[src/rtl/dram_il_pkg.sv]
package dram_il_pkg;
   typedef enum logic [1:0] {
      PH_IDLE = 2'd0,
      PH_ROW  = 2'd1,
      PH_COL  = 2'd2,
      PH_PRE  = 2'd3
   } phase_e;
endpackage

[src/rtl/dram_il_addr_split.sv]
module dram_il_addr_split #(
   parameter int ROW_W = 10,
   parameter int COL_W = 9,
   localparam int AW = ROW_W + COL_W + 2
) (
   input  logic [AW-1:0]    addr,
   output logic             half,
   output logic             bank,
   output logic [ROW_W-1:0] row,
   output logic [COL_W-1:0] col
);
   assign half = addr[0];
   assign col  = addr[COL_W:1];
   assign row  = addr[COL_W+ROW_W:COL_W+1];
   assign bank = addr[AW-1];
endmodule

[src/rtl/dram_il_half_seq.sv]
module dram_il_half_seq
   import dram_il_pkg::*;
#(
   parameter int ROW_W = 10,
   parameter int COL_W = 9,
   parameter int T_RCD = 2,
   parameter int T_CAS = 2,
   parameter int T_RP  = 4,
   parameter bit READ_ALL_LANES = 1'b1,
   localparam int MW   = (ROW_W > COL_W) ? ROW_W : COL_W,
   localparam int TMAX = (T_RCD > T_CAS) ? ((T_RCD > T_RP) ? T_RCD : T_RP)
                                         : ((T_CAS > T_RP) ? T_CAS : T_RP),
   localparam int CW   = $clog2(TMAX + 1)
) (
   input  logic             clk,
   input  logic             rst_n,
   input  logic             start,
   input  logic             bank_in,
   input  logic [ROW_W-1:0] row_in,
   input  logic [COL_W-1:0] col_in,
   input  logic             we_in,
   input  logic [1:0]       be_in,
   output logic             idle,
   output logic             done,
   output logic [1:0]       ras_n,
   output logic [1:0]       cas_n,
   output logic             we_n,
   output logic [MW-1:0]    addr
);
   phase_e           phase;
   logic [CW-1:0]    cnt;
   logic             bank_q;
   logic [ROW_W-1:0] row_q;
   logic [COL_W-1:0] col_q;
   logic             we_q;
   logic [1:0]       be_q;
   logic [1:0]       lane_en;
   logic             ras_act;

   always_ff @(posedge clk) begin
      if (!rst_n) begin
         phase  <= PH_IDLE;
         cnt    <= '0;
         bank_q <= 1'b0;
         row_q  <= '0;
         col_q  <= '0;
         we_q   <= 1'b0;
         be_q   <= 2'b00;
      end else begin
         unique case (phase)
            PH_IDLE: if (start) begin
               phase  <= PH_ROW;
               cnt    <= CW'(T_RCD - 1);
               bank_q <= bank_in;
               row_q  <= row_in;
               col_q  <= col_in;
               we_q   <= we_in;
               be_q   <= be_in;
            end
            PH_ROW: if (cnt == '0) begin
               phase <= PH_COL;
               cnt   <= CW'(T_CAS - 1);
            end else cnt <= cnt - 1'b1;
            PH_COL: if (cnt == '0) begin
               phase <= PH_PRE;
               cnt   <= CW'(T_RP - 1);
            end else cnt <= cnt - 1'b1;
            PH_PRE: if (cnt == '0) phase <= PH_IDLE;
                    else cnt <= cnt - 1'b1;
            default: phase <= PH_IDLE;
         endcase
      end
   end

   generate
      if (READ_ALL_LANES) begin : g_read_full
         assign lane_en = we_q ? be_q : 2'b11;
      end else begin : g_read_gated
         assign lane_en = be_q;
      end
   endgenerate

   assign ras_act  = (phase == PH_ROW) || (phase == PH_COL);
   assign idle     = (phase == PH_IDLE);
   assign done     = (phase == PH_COL) && (cnt == '0);
   assign ras_n[0] = !(ras_act && !bank_q);
   assign ras_n[1] = !(ras_act && bank_q);
   assign cas_n    = ~((phase == PH_COL) ? lane_en : 2'b00);
   assign we_n     = !(ras_act && we_q);
   assign addr     = (phase == PH_COL) ? MW'(col_q) : MW'(row_q);

   // precharge window tracker for checking
   logic [CW-1:0] hi_cnt;
   always_ff @(posedge clk) begin
      if (!rst_n) hi_cnt <= CW'(T_RP);
      else if (ras_n != 2'b11) hi_cnt <= '0;
      else if (hi_cnt < CW'(T_RP)) hi_cnt <= hi_cnt + 1'b1;
   end

   AST_PRECHARGE_MIN: assert property (@(posedge clk) disable iff (!rst_n)
      ((ras_n != 2'b11) && ($past(ras_n) == 2'b11)) |-> ($past(hi_cnt) >= CW'(T_RP)));
   AST_CAS_UNDER_RAS: assert property (@(posedge clk) disable iff (!rst_n)
      (cas_n != 2'b11) |-> (ras_n != 2'b11));
   AST_ONE_ROW_STROBE: assert property (@(posedge clk) disable iff (!rst_n)
      $countones(~ras_n) <= 1);
   AST_WRITE_ENABLE: assert property (@(posedge clk) disable iff (!rst_n)
      (cas_n != 2'b11) |-> (we_n == !we_q));
endmodule

[src/rtl/dram_il_refresh_tick.sv]
module dram_il_refresh_tick #(
   parameter int INTERVAL = 64,
   localparam int RW = $clog2(INTERVAL)
) (
   input  logic clk,
   input  logic rst_n,
   output logic due
);
   logic [RW-1:0] cnt;

   always_ff @(posedge clk) begin
      if (!rst_n) cnt <= '0;
      else if (cnt == RW'(INTERVAL - 1)) cnt <= '0;
      else cnt <= cnt + 1'b1;
   end

   assign due = rst_n && (cnt == RW'(INTERVAL - 1));
endmodule

[src/rtl/dram_interleave_ctrl.sv]
module dram_interleave_ctrl #(
   parameter int ROW_W        = 10,
   parameter int COL_W        = 9,
   parameter int T_RCD        = 2,
   parameter int T_CAS        = 2,
   parameter int T_RP         = 4,
   parameter int REF_INTERVAL = 64,
   parameter bit READ_ALL_LANES = 1'b1,
   localparam int AW = ROW_W + COL_W + 2,
   localparam int MW = (ROW_W > COL_W) ? ROW_W : COL_W
) (
   input  logic          clk,
   input  logic          rst_n,
   input  logic          cpu_req,
   input  logic          cpu_we,
   input  logic [1:0]    cpu_be,
   input  logic [AW-1:0] cpu_addr,
   output logic          cpu_ready,
   output logic [3:0]    ras_n,
   output logic [3:0]    cas_n,
   output logic [1:0]    we_n,
   output logic [MW-1:0] dram_addr_even,
   output logic [MW-1:0] dram_addr_odd,
   output logic          refresh_due
);
   if (T_RCD < 1) begin : g_bad_rcd
      $error("T_RCD must be at least 1");
   end
   if (T_CAS < 1) begin : g_bad_cas
      $error("T_CAS must be at least 1");
   end
   if (T_RP < 1) begin : g_bad_rp
      $error("T_RP must be at least 1");
   end
   if (REF_INTERVAL < 2) begin : g_bad_ref
      $error("REF_INTERVAL must be at least 2");
   end

   logic             sel_half, sel_bank;
   logic [ROW_W-1:0] sel_row;
   logic [COL_W-1:0] sel_col;
   logic             issued, issued_half, go;
   logic [1:0]       h_idle, h_done;
   logic [1:0]       h_ras [2];
   logic [1:0]       h_cas [2];
   logic [MW-1:0]    h_addr [2];

   dram_il_addr_split #(.ROW_W(ROW_W), .COL_W(COL_W)) u_split (
      .addr(cpu_addr), .half(sel_half), .bank(sel_bank),
      .row(sel_row), .col(sel_col)
   );

   assign go = cpu_req && !issued && h_idle[sel_half];

   for (genvar g = 0; g < 2; g++) begin : g_half
      dram_il_half_seq #(
         .ROW_W(ROW_W), .COL_W(COL_W), .T_RCD(T_RCD), .T_CAS(T_CAS),
         .T_RP(T_RP), .READ_ALL_LANES(READ_ALL_LANES)
      ) u_seq (
         .clk(clk), .rst_n(rst_n),
         .start(go && (sel_half == 1'(g))),
         .bank_in(sel_bank), .row_in(sel_row), .col_in(sel_col),
         .we_in(cpu_we), .be_in(cpu_be),
         .idle(h_idle[g]), .done(h_done[g]),
         .ras_n(h_ras[g]), .cas_n(h_cas[g]), .we_n(we_n[g]),
         .addr(h_addr[g])
      );
      assign ras_n[g]       = h_ras[g][0];
      assign ras_n[2+g]     = h_ras[g][1];
      assign cas_n[2*g+1:2*g] = h_cas[g];
   end

   assign dram_addr_even = h_addr[0];
   assign dram_addr_odd  = h_addr[1];

   always_ff @(posedge clk) begin
      if (!rst_n) begin
         issued      <= 1'b0;
         issued_half <= 1'b0;
      end else if (go) begin
         issued      <= 1'b1;
         issued_half <= sel_half;
      end else if (cpu_ready) begin
         issued      <= 1'b0;
      end
   end

   assign cpu_ready = issued && h_done[issued_half];

   dram_il_refresh_tick #(.INTERVAL(REF_INTERVAL)) u_ref (
      .clk(clk), .rst_n(rst_n), .due(refresh_due)
   );

   AST_READY_SINGLE: assert property (@(posedge clk) disable iff (!rst_n)
      cpu_ready |=> !cpu_ready);
   AST_EVEN_STEER: assert property (@(posedge clk) disable iff (!rst_n)
      (go && !cpu_addr[0]) |=> ((ras_n[0] & ras_n[2]) == 1'b0));
   AST_ODD_STEER: assert property (@(posedge clk) disable iff (!rst_n)
      (go && cpu_addr[0]) |=> ((ras_n[1] & ras_n[3]) == 1'b0));
   AST_READY_WITH_COLUMN: assert property (@(posedge clk) disable iff (!rst_n)
      (cpu_ready && !cpu_we) |-> (cas_n != 4'hF));
   AST_REFRESH_PULSE: assert property (@(posedge clk) disable iff (!rst_n)
      refresh_due |=> !refresh_due);
endmodule

[config.mk]
export PLATFORM = sky130hd
export DESIGN_NAME = dram_interleave_ctrl
export DESIGN_NICKNAME = d
export VERILOG_FILES = /design/src/rtl/dram_il_pkg.sv /design/src/rtl/dram_il_addr_split.sv /design/src/rtl/dram_il_half_seq.sv /design/src/rtl/dram_il_refresh_tick.sv /design/src/rtl/dram_interleave_ctrl.sv
export SDC_FILE = /design/constraint.sdc
export NUM_CORES = 1
export LEC_CHECK = 0
export ABC_AREA = 1
export CORE_MARGIN = 4
export CORE_UTILIZATION = 44
export CTS_BUF_LIST = sky130_fd_sc_hd__clkbuf_4
export DETAILED_ROUTE_END_ITERATION = 16
export GPL_ROUTABILITY_DRIVEN = 0
export GPL_TIMING_DRIVEN = 0
export PLACE_DENSITY = 0.77
export SKIP_LAST_GASP = 1
export SLEW_MARGIN = 20
export SYNTH_ARGS = -nofsm -noshare
export SYNTH_HDL_FRONTEND = slang
export SYNTH_SLANG_ARGS = --single-unit
[constraint.sdc]
create_clock -name clk -period 1.65 [get_ports clk]
set_input_delay 0.33 -clock clk [delete_from_list [all_inputs] [get_ports clk]]
set_output_delay 0.33 -clock clk [all_outputs]
set_load 0.02 [all_outputs]
==> metrics.md, run 1 <==
| Metric | Value |
|---|---|
| HP Class | flip-flop to flip-flop |
| Nets | 553 |
| Fin. max-slew vios | 0 |
| Top Ports | around 60 |
| Reg2reg path depth | 7 |
| Worst Path Required | 1320 ps |
| Worst Path Arrival | 1540 ps |
| Area leader, netlist | dfxtp_1 |
| YS warnings | 0 |
| CTS tree | built |
| Worst slew pin tran | roughly 570 ps |
| LEAKAGE | 1.89 nW |
| Vias in the first global route | about 3,200 |
| Hold Violations, Final | 0 |
| Via count | between 3,000 and 4,000 |
| CP startpoint | g_half[0].u_seq.phase[0]$_SDFFE_PN0P_ |
| Final setup margin | -220 ps |
| H-tree levels | 3 |
| Final Setup Violations | 33 |
| CTS root buffer | clkbuf_4 |
| Core Rows | 30 |
| Final period util | 113% |
| Unrepaired setup endpoints after global routing | true |
| Critical path endpoint | dram_addr_even[0] |
| FF-to-FF Start | g_half[1].u_seq.phase[0]$_SDFFE_PN0P_ |
| Hold Crit Depth | 2 |
| Cell variety after synth | 30 |
| Pin count of the biggest net entering global routing | 12 |
| Violated checks | setup timing |
| Pwr dens | between 1000 and 1500 nW/um^2 |
| Initial antenna violation count | 0 |
| First-pass GRT wire length | 14,800 um |
| Worst Setup Path Type | flip-flop to primary output |
| Average wire per standard cell | approximately 15 um |
| VDD IR-drop max | approximately 0.00059 V |
| Fill cells | ~540 |
| IO buf count | a little under 60 |
| DRT iter0 DRCs | approximately 150 |
| Prevailing post-synth register cell | dfxtp_1 |
| Syn Std Cell Area | around 3000 um^2 |
| DR vias/cell | between 5 and 6 |
| Area growth syn-to-layout | 46.8% |
| Layout cells sized above 1 | 31.6% |
| Drt drc | 0 |
| Drt total wl | between 9000 and 10,000 um |
| Top-count cell post-synth | nand2_1 |
| Synth top area share | a little over two fifths |
| Pre-Repair DR Iteration Count | 5 |
| CTS sink count | between 60 and 70 |
| EDFF count, synth | 0 |
| Startpoint types | flip-flop |
| Die Height | a little over 90 um |
| CTS buffer count | 9 |
| DRT antenna net count | 0 |
| FFs w/ async S/R, synth | 0% |
| Period minus WS final | 1870 ps |
| Dpl hpwl | between 6000 and 7000 um |
| Synth cell count leaders | nand2_1 (82), dfxtp_1 (64), inv_1 (64) |
| Core area | slightly below 7000 um^2 |
| Post-CTS Hold Fix Bufs | 0 |
| Die area | 8390 um^2 |
| Clk buf depth | 2 |
| Critical Path Fanout Max | 10 |
| Main area contributors after synthesis | dfxtp_1 (42%), nand2_1 (10%), a21oi_1 (9.9%), o21ai_0 (9.6%), inv_1 (7.8%) |
| Highest Clock Rate | about 0.53 GHz |
| Avg Inst Size Synth | about 7.3 um^2 |
| WHS | 461 ps |
| Status | finished with violations |
| Initial Util | 45.3% |
| Sequential share of the synthesized area | a little over two fifths |
| Gr ovfl total | 0 |
| Max Cap Viol | 0 |
| Flop-to-flop setup slack | -40 ps |
| Final TNS setup | -4470 ps |
| Clock latency on the worst-skew pair | roughly 420 ps |
| Synthesized net count | roughly 460 |
| Clock transition at the registers of the reported paths | 110 ps |
| Reg2reg end | g_half[1].u_seq.col_q[4]$_SDFFE_PN0P_ |
| Critical path capture point type | primary output |
| Finished Core Util | between 60% and 70% |
| Final Skew | a little under 10 ps |
| Diodes inserted | 0 |
| Yosys reg bits | 64 |
| Worst rel slew slack | between 60% and 70% |
| Synth Instances | 422 |
| Total track usage | roughly 22% |
| Die width | ~92 um |
[sequential cells by signal (all words and copies together), names as in the netlist]
| register | count |
|---|---|
| g_half.u_seq.bank_q | 2 |
| g_half.u_seq.be_q | 4 |
| g_half.u_seq.cnt | 6 |
| g_half.u_seq.col_q | 18 |
| g_half.u_seq.phase | 4 |
| g_half.u_seq.row_q | 20 |
| g_half.u_seq.we_q | 2 |
| issued | 1 |
| issued_half | 1 |
| u_ref.cnt | 6 |
[where the power goes]
part           total (mW)  internal [mW]  leakage (nW)  switching (mW)
Sequential           2.08           1.88         0.528           0.200
Clock                1.07          0.471        0.0738           0.596
Combinational        3.49           1.53          1.29            1.96
[worst max-delay path, cell delays in order, from the launching register on]
cell and delay [ps]:
dfxtp_4 360, inv_4 80, ha_4 200, clkbuf_16 190, nand2_1 60, o21ai_0 60
buf_2 190
[through the flow]
stage / cells / instance area, um^2 / power [mW] / setup slack, ps
floorplan: 422 / 3080 / 3.69 / -67.8
global placement: 576 / 3780 / 4.44 / -968
detailed placement: 576 / 3780 / 4.54 / -973
CTS: 611 / 4320 / 6.27 / -234
global route: 612 / 4520 / 7.03 / -306
finish: 612 / 4520 / 6.63 / -220
[timing repair]
| item | 4_1_cts | 5_1_grt |
|---|---|---|
| cloned | 3 | 0 |
| pin swaps | 21 | 18 |
| buffers inserted | 18 | 1 |
| resized for setup | 286 | 54 |
| setup endpoints to repair | 51 | 32 |
[metal layers]
metal	vias to the layer above	routed length, um	GRT usage, %	part of all wire (%)
met5	-	0	0	0
met4	0	217	11.1	2.3
met2	115	4630	36.8	50
li1	1536	-	-	-
met3	22	561	4.76	6.0
met1	1508	3930	27.1	42
[placed cells by master (no fill, tap or decap), types with 4 or more instances in the layout]
cell type / Yosys / layout
inv_1: 64 / 56
ha_4: 0 / 6
o21ai_1: 2 / 6
dfxtp_4: 0 / 5
o21ai_2: 0 / 7
inv_4: 0 / 4
buf_4: 4 / 28
dfxtp_2: 0 / 4
clkdlybuf4s50_1: 0 / 25
nand2_4: 0 / 11
clkbuf_4: 0 / 10
clkbuf_1: 11 / 7
nand2_1: 82 / 60
nand2_2: 5 / 16
nor2_1: 21 / 16
o21ai_0: 59 / 39
nor2_4: 0 / 4
inv_2: 1 / 5
a21oi_1: 61 / 60
buf_6: 4 / 28
o21ai_4: 0 / 9
nand3_1: 9 / 9
buf_2: 1 / 4
dfxtp_1: 64 / 55
ha_1: 15 / 9
[how the worst min path moves through the flow]
stage / start / endpoint / slack [ps]
6_report: g_half[0].u_seq.row_q[2]$_SDFFE_PN0P_ / g_half[0].u_seq.row_q[2]$_SDFFE_PN0P_ / 460
5_1_grt: g_half[0].u_seq.row_q[3]$_SDFFE_PN0P_ / g_half[0].u_seq.row_q[3]$_SDFFE_PN0P_ / 490
4_1_cts: g_half[1].u_seq.col_q[4]$_SDFFE_PN0P_ / g_half[1].u_seq.col_q[4]$_SDFFE_PN0P_ / 450
3_5_place_dp: g_half[1].u_seq.col_q[4]$_SDFFE_PN0P_ / g_half[1].u_seq.col_q[4]$_SDFFE_PN0P_ / 440
3_3_place_gp: g_half[1].u_seq.col_q[3]$_SDFFE_PN0P_ / g_half[1].u_seq.col_q[3]$_SDFFE_PN0P_ / 430
2_1_floorplan: g_half[1].u_seq.be_q[1]$_SDFFE_PN0P_ / g_half[1].u_seq.be_q[1]$_SDFFE_PN0P_ / 420
[final cells by class]
type	count	area [um^2]	share of cell area, %
buffer	18	160	3.55
clock buffer	10	75.1	1.66
clock inverter	6	60.1	1.33
inverter	66	263	5.82
multi-input combinational	272	1780	39.4
sequential	64	1310	28.9
tap	96	120	2.66
timing repair buffer	80	753	16.7
[cell families after synthesis]
| kind of cell | after synthesis | share of synthesized area (%) |
|---|---|---|
| AO/OA/AOI/OAI | 128 | 21.8 |
| AND/OR/NAND/NOR | 128 | 18.2 |
| buffers and inverters | 86 | 12.0 |
| flip-flops | 64 | 41.6 |
| adder cells (fa/ha/maj) | 15 | 6.10 |
| XOR/XNOR | 1 | 0.285 |
Power figures use the tool's default switching activity.
==> run 2: changes to the inputs <==
--- a/config.mk
+++ b/config.mk
@@ -10,9 +10,8 @@
 export CORE_UTILIZATION = 44
 export CTS_BUF_LIST = sky130_fd_sc_hd__clkbuf_4
 export DETAILED_ROUTE_END_ITERATION = 16
-export GPL_ROUTABILITY_DRIVEN = 0
 export GPL_TIMING_DRIVEN = 0
-export PLACE_DENSITY = 0.77
+export PLACE_DENSITY = 0.69
 export SKIP_LAST_GASP = 1
 export SLEW_MARGIN = 20
 export SYNTH_ARGS = -nofsm -noshare
==> run 2 against run 1 <==
Effect of this change: the run still ends with setup timing left; routed wire length rose by 0.42%; critical path depth did not move; clock power fell by 15%; design area fell by 0.66%; sequential share of layout area rose by 0.14 points; power fell by 2.7%; die area did not move; final cell count rose by 1.3%; first-iteration DRC count rose by 22%; non-clock buffer count rose by 7; critical endpoint is now dram_addr_odd[0].
==> metrics.md, run 2 (synthesis gave the netlist of run 1 again) <==
| Metric | Value |
|---|---|
| Worst Setup Path Type | flip-flop to primary output |
| Nets | around 560 |
| Critical Path Fanout Max | 8 |
| Combinational share of power | a little over half |
| Core Rows | 30 |
| Startpoint types | flip-flop |
| Most frequent cells in the layout | nand2_1 (64), a21oi_1 (60), inv_1 (56), dfxtp_1 (55), o21ai_0 (39) |
| Switch Pwr | ~2.7 mW |
| Die Height | roughly 92 um |
| Pre-Repair DR Iteration Count | 4 |
| Worst-path cell chain | inv_4 > ha_4 > clkbuf_16 > nand2_1 > o21ai_2 > buf_6 |
| Slowest CP cell | dfxtp_4 |
| Clock latency on the worst-skew pair | 410 ps |
| Via count | 3,139 |
| Critical path capture point type | primary output |
| Drt drc | 0 |
| Gr ovfl total | 0 |
| Clk buf depth | 2 |
| Flop pwr share | 32.1% |
| CTS sink count | between 60 and 70 |
| Unrepaired setup endpoints after global routing | true |
| Final Setup Violations | 30 |
| Area growth syn-to-layout | 45.8% |
| Clock transition at the registers of the reported paths | 110 ps |
| Internal Power | 3.75 mW |
| CTS tree | built |
| Violated checks | setup timing |
| H-tree levels | 3 |
| GPL Wtd Cong | 0.905 |
| Top Ports | between 50 and 60 |
| Highest Clock Rate | 0.532 GHz |
| DR vias/cell | 5.06 |
| Total track usage | 21.0% |
| Worst rel slew slack | between 60% and 70% |
| Diodes inserted | 0 |
| Final Skew | 12.7 ps |
| LEAKAGE | between 1.5 and 2 nW |
| HP Class | flip-flop to flip-flop |
| Fin. max-slew vios | 0 |
| Core area | just under 7000 um^2 |
| Fin area | ~4500 um^2 |
| WHS | 454 ps |
| CTS buffer count | 9 |
| Vias in the first global route | roughly 3,000 |
| IO buf count | 58 |
| Setup WS pre-CTS | -978 ps |
| Reg with most FFs | g_half.u_seq.row_q |
| Status | finished with violations |
| Pwr dens | roughly 1400 nW/um^2 |
| DRT antenna net count | 0 |
| Worst Path Arrival | approximately 1600 ps |
| First-pass GRT wire length | approximately 14,000 um |
| Hold Violations, Final | 0 |
| Initial antenna violation count | 0 |
| Final period util | 114% |
| WP buf/inv | 3 |
| VDD IR-drop max | 0.000639 V |
| Drt total wl | between 9000 and 10,000 um |
| Worst slew pin tran | slightly above 500 ps |
| Pin count of the biggest net entering global routing | 12 |
| Dpl hpwl | around 6100 um |
| Period minus WS final | around 1900 ps |
| Placed inst area | 3780 um^2 |
| Max Cap Viol | 0 |
| Commonest non-fill, non-tap cell in the layout | nand2_1 |
| Tot Pwr | about 6.5 mW |
| Largest registers | g_half.u_seq.row_q (20), g_half.u_seq.col_q (18) |
| CTS root buffer | clkbuf_4 |
| Clock Power Share | 14.1% |
| CP delay by family, top | buffers and inverters |
| Max incr delay on CP | about 370 ps |
| DRT iter0 DRCs | 180 |
| Die area | roughly 8400 um^2 |
| Switching Share | between 40% and 50% |
| Number of flip-flops in the largest register | 20 |
| Post-CTS Hold Fix Bufs | 0 |
| Average wire per standard cell | between 15 and 20 um |
| Initial Util | ~45% |
| Final setup margin | -231 ps |
| Layout cells sized above 1 | 32.3% |
| Worst Path Required | approximately 1300 ps |
| Die width | roughly 92 um |
-- run 2: area by class of cell --
class                      count  area [um^2]
buffer                        18          166
inverter                      66          265
clock inverter                 6         36.3
tap                           96          120
timing repair buffer          87          817
clock buffer                  10         75.1
multi-input combinational    273         1700
sequential                    64         1300
fill                         594         2310
-- run 2: final timing paths --
check	start	end	slack (ps)	cells after the start
worst max-delay path	g_half[1].u_seq.phase[0]$_SDFFE_PN0P_	dram_addr_odd[0]	-230	6
worst min-delay path	g_half[1].u_seq.col_q[0]$_SDFFE_PN0P_	g_half[1].u_seq.col_q[0]$_SDFFE_PN0P_	450	2
worst max register to register	g_half[1].u_seq.phase[0]$_SDFFE_PN0P_	g_half[0].u_seq.row_q[9]$_SDFFE_PN0P_	0	9
worst min register to register	g_half[1].u_seq.col_q[0]$_SDFFE_PN0P_	g_half[1].u_seq.col_q[0]$_SDFFE_PN0P_	450	2
-- run 2: through the flow --
step,TNS (ps),instances,utilization (%)
2_1_floorplan,-745,422,-
3_3_place_gp,-26370,576,55.6
3_5_place_dp,-27690,576,55.6
4_1_cts,-4950,604,61.2
5_1_grt,-6870,620,66.0
6_report,-4570,620,66.0
-- run 2: power by group through the flow --
stage / clock, mW / combinational (mW) / sequential (mW)
after floorplan: 0 / 1.69 / 2.00
after global placement: 0 / 2.43 / 2.02
after detailed placement: 0 / 2.49 / 2.04
after CTS: 0.925 / 3.00 / 2.04
after global routing: 1.00 / 3.78 / 2.10
final: 0.909 / 3.47 / 2.07
-- run 2: what timing repair did --
item	4_1_cts	5_1_grt
setup endpoints to repair	47	34
buffers inserted	14	12
gates resized for setup	264	61
gates cloned	0	4
hold endpoints to repair	0	0
pin swaps	12	19
-- run 2: worst min-delay path, cell delays in order, from the launching register on --
cell     delay [ps]
dfxtp_1         320
inv_1            50
a21oi_1          50
-- run 2: metal layers --
| layer | GRT usage [%] | wire, um | vias up | part of all wire, % |
|---|---|---|---|---|
| met4 | 9.55 | 185 | 0 | 2.0 |
| met2 | 34.8 | 4570 | 87 | 49 |
| met5 | 0 | 0 | - | 0 |
| met3 | 3.86 | 446 | 16 | 4.8 |
| li1 | - | - | 1557 | - |
| met1 | 26.5 | 4170 | 1479 | 44 |
==> run 3: changes to the inputs <==
--- a/config.mk
+++ b/config.mk
@@ -10,7 +10,6 @@
 export CORE_UTILIZATION = 44
 export CTS_BUF_LIST = sky130_fd_sc_hd__clkbuf_4
 export DETAILED_ROUTE_END_ITERATION = 16
-export GPL_TIMING_DRIVEN = 0
 export PLACE_DENSITY = 0.69
 export SKIP_LAST_GASP = 1
 export SLEW_MARGIN = 20
==> run 3 against run 2 <==
Effect of this change: the flow still finishes with violations (setup timing); clock power increased by 55%; maximum frequency rose by 1.1%; clock skew about the same; largest cell class unchanged; power increased by 6.7%; design area is 2.3% higher; die area unchanged; first-iteration DRC count down 52%; largest power group unchanged; setup slack gained 21 ps; register-to-register slack got worse by 180 ps; routed wire length decreased by 11%.
==> metrics.md, run 3 (synthesis gave the netlist of run 1 again) <==
| Metric | Value |
|---|---|
| Final Instance Count excl. Fillers | 631 |
| Via count | 3,068 |
| Internal Power | approximately 4.2 mW |
| LEAKAGE | approximately 1.9 nW |
| Diodes inserted | 0 |
| Flop pwr share | 29.4% |
| Hold Crit Depth | 2 |
| Vias in the first global route | 3,103 |
| Status | finished with violations |
| Pwr dens | around 1500 nW/um^2 |
| Worst-path cell chain | inv_2 > ha_4 > nand2_4 > inv_2 > nand2_2 > nor2_2 > a21oi_2 > nor2_1 > buf_4 |
| Die area | roughly 8400 um^2 |
| CTS tree | built |
| Max incr delay on CP | around 340 ps |
| H-tree levels | 3 |
| Critical Path Fanout Max | 2 |
| Pre-Repair DR Iteration Count | 4 |
| Placed inst area | 3970 um^2 |
| VDD IR-drop max | between 0.0006 and 0.0007 V |
| Levels on crit path | 9 |
| HP Class | flip-flop to flip-flop |
| CTS buffer count | 9 |
| Largest registers | g_half.u_seq.row_q (20), g_half.u_seq.col_q (18) |
| Reg area | between 1000 and 1500 um^2 |
| Initial Util | between 40 and 50% |
| Critical path capture point type | primary output |
| Highest Clock Rate | 0.538 GHz |
| Dpl hpwl | around 5600 um |
| Startpoint types | flip-flop |
| Slowest CP cell | dfxtp_2 |
| Dpl cells | slightly below 600 |
| Clock latency on the worst-skew pair | roughly 420 ps |
| Drt drc | 0 |
| Pin count of the biggest net entering global routing | between 40 and 50 |
| Period minus WS final | around 1900 ps |
| Worst Path Arrival | roughly 1500 ps |
| Initial antenna violation count | 0 |
| Final TNS setup | -3970 ps |
| Setup WS pre-CTS | -405 ps |
| Final Skew | 12.6 ps |
| Combinational share of power | ~50% |
| Nets | around 570 |
| Average wire per standard cell | between 10 and 15 um |
| Fill cells | 570 |
| Switching Share | 38.4% |
| DRT antenna net count | 0 |
| Clock transition at the registers of the reported paths | between 100 and 150 ps |
| Tot Pwr | ~7 mW |
| WHS | 450 ps |
| Total track usage | between 20% and 30% |
| Max Cap Viol | 0 |
| GPL Wtd Cong | ~0.85 |
| Core area | ~6800 um^2 |
| Final period util | 113% |
| Clock Power Share | roughly a fifth |
| Worst Setup Path Type | flip-flop to primary output |
| IO buf count | between 50 and 60 |
| Area of the multi-input gates | ~1700 um^2 |
| Violated checks | setup timing |
| Drt total wl | about 8300 um |
| Most frequent cells in the layout | nand2_1 (70), buf_4 (60), a21oi_1 (59), inv_1 (57), dfxtp_1 (56) |
| Hold Violations, Final | 0 |
| Switch Pwr | 2.64 mW |
| Finished Core Util | between 60% and 70% |
| Reg with most FFs | g_half.u_seq.row_q |
| Fin. max-slew vios | 0 |
| Worst slew pin tran | about 380 ps |
| Final Setup Violations | 32 |
| Crit path top cell by count | inv_2 |
| Die width | approximately 90 um |
| DRT iter0 DRCs | 87 |
| Gr ovfl total | 0 |
| CTS root buffer | clkbuf_4 |
| CTS sink count | 64 |
| Area growth syn-to-layout | 49.2% |
| Top Ports | a little under 60 |
| Post-CTS Hold Fix Bufs | 0 |
| WP buf/inv | 3 |
| CP delay by family, top | flip-flops |
| Layout cells sized above 1 | between 30% and 40% |
| Core Rows | 30 |
| Worst rel slew slack | 74.5% |
| DR vias/cell | ~5 |
| Final setup margin | -210 ps |
| Worst Path Required | ~1300 ps |
| Reg2reg path depth | 15 |
| Unrepaired setup endpoints after global routing | true |
| Number of flip-flops in the largest register | 20 |
| Commonest non-fill, non-tap cell in the layout | nand2_1 |
| Clk buf depth | 2 |
| Fin area | around 4600 um^2 |
| First-pass GRT wire length | 13,700 um |
| Die Height | between 90 and 100 um |
run 3: path summary, 6_finish.rpt:
| check | from | to | slack [ps] |
|---|---|---|---|
| max reg2reg | g_half[0].u_seq.cnt[1]$_SDFFE_PN0P_ | g_half[0].u_seq.cnt[0]$_SDFFE_PN0P_ | -180 |
| max | g_half[0].u_seq.cnt[1]$_SDFFE_PN0P_ | cpu_ready | -210 |
| min reg2reg | g_half[1].u_seq.be_q[0]$_SDFFE_PN0P_ | g_half[1].u_seq.be_q[0]$_SDFFE_PN0P_ | 450 |
| min | g_half[1].u_seq.be_q[0]$_SDFFE_PN0P_ | g_half[1].u_seq.be_q[0]$_SDFFE_PN0P_ | 450 |
run 3: per-layer routing:
metal	global-route usage, %	wire length (um)	vias to the layer above
li1	-	-	1575
met1	22.4	3570	1400
met2	35.6	4120	74
met3	5.58	484	19
met4	8.79	170	0
met5	0	0	-
run 3: what timing repair did:
action | 4_1_cts | 5_1_grt
gates cloned | 0 | 2
buffers inserted | 15 | 9
endpoints found under the hold margin | 0 | 0
gates resized for setup | 240 | 40
pin swaps | 9 | 11
setup endpoints to repair | 32 | 50
run 3: tightest hold or removal path: cells and delay by family, from the launching register on:
family	cells	cell delay [ps]
AO/OA/AOI/OAI	1	50
buffers and inverters	1	40
flip-flops	1	320
run 3: area by class of cell:
cell class	count	share of cell area, %
Clock buffer	9	1.47
Clock inverter	7	2.56
Inverter	66	5.51
Multi-Input combinational cell	272	36.3
Sequential cell	64	28.1
Tap cell	96	2.62
Timing Repair Buffer	117	23.4
run 3: power by group through the flow:
stage,combinational (mW),clock [mW],sequential [mW]
2_1_floorplan,1.69,0,2.00
3_3_place_gp,2.72,0,2.01
3_5_place_dp,2.78,0,2.02
4_1_cts,3.14,1.42,2.01
5_1_grt,3.78,1.49,2.06
6_report,3.46,1.41,2.02
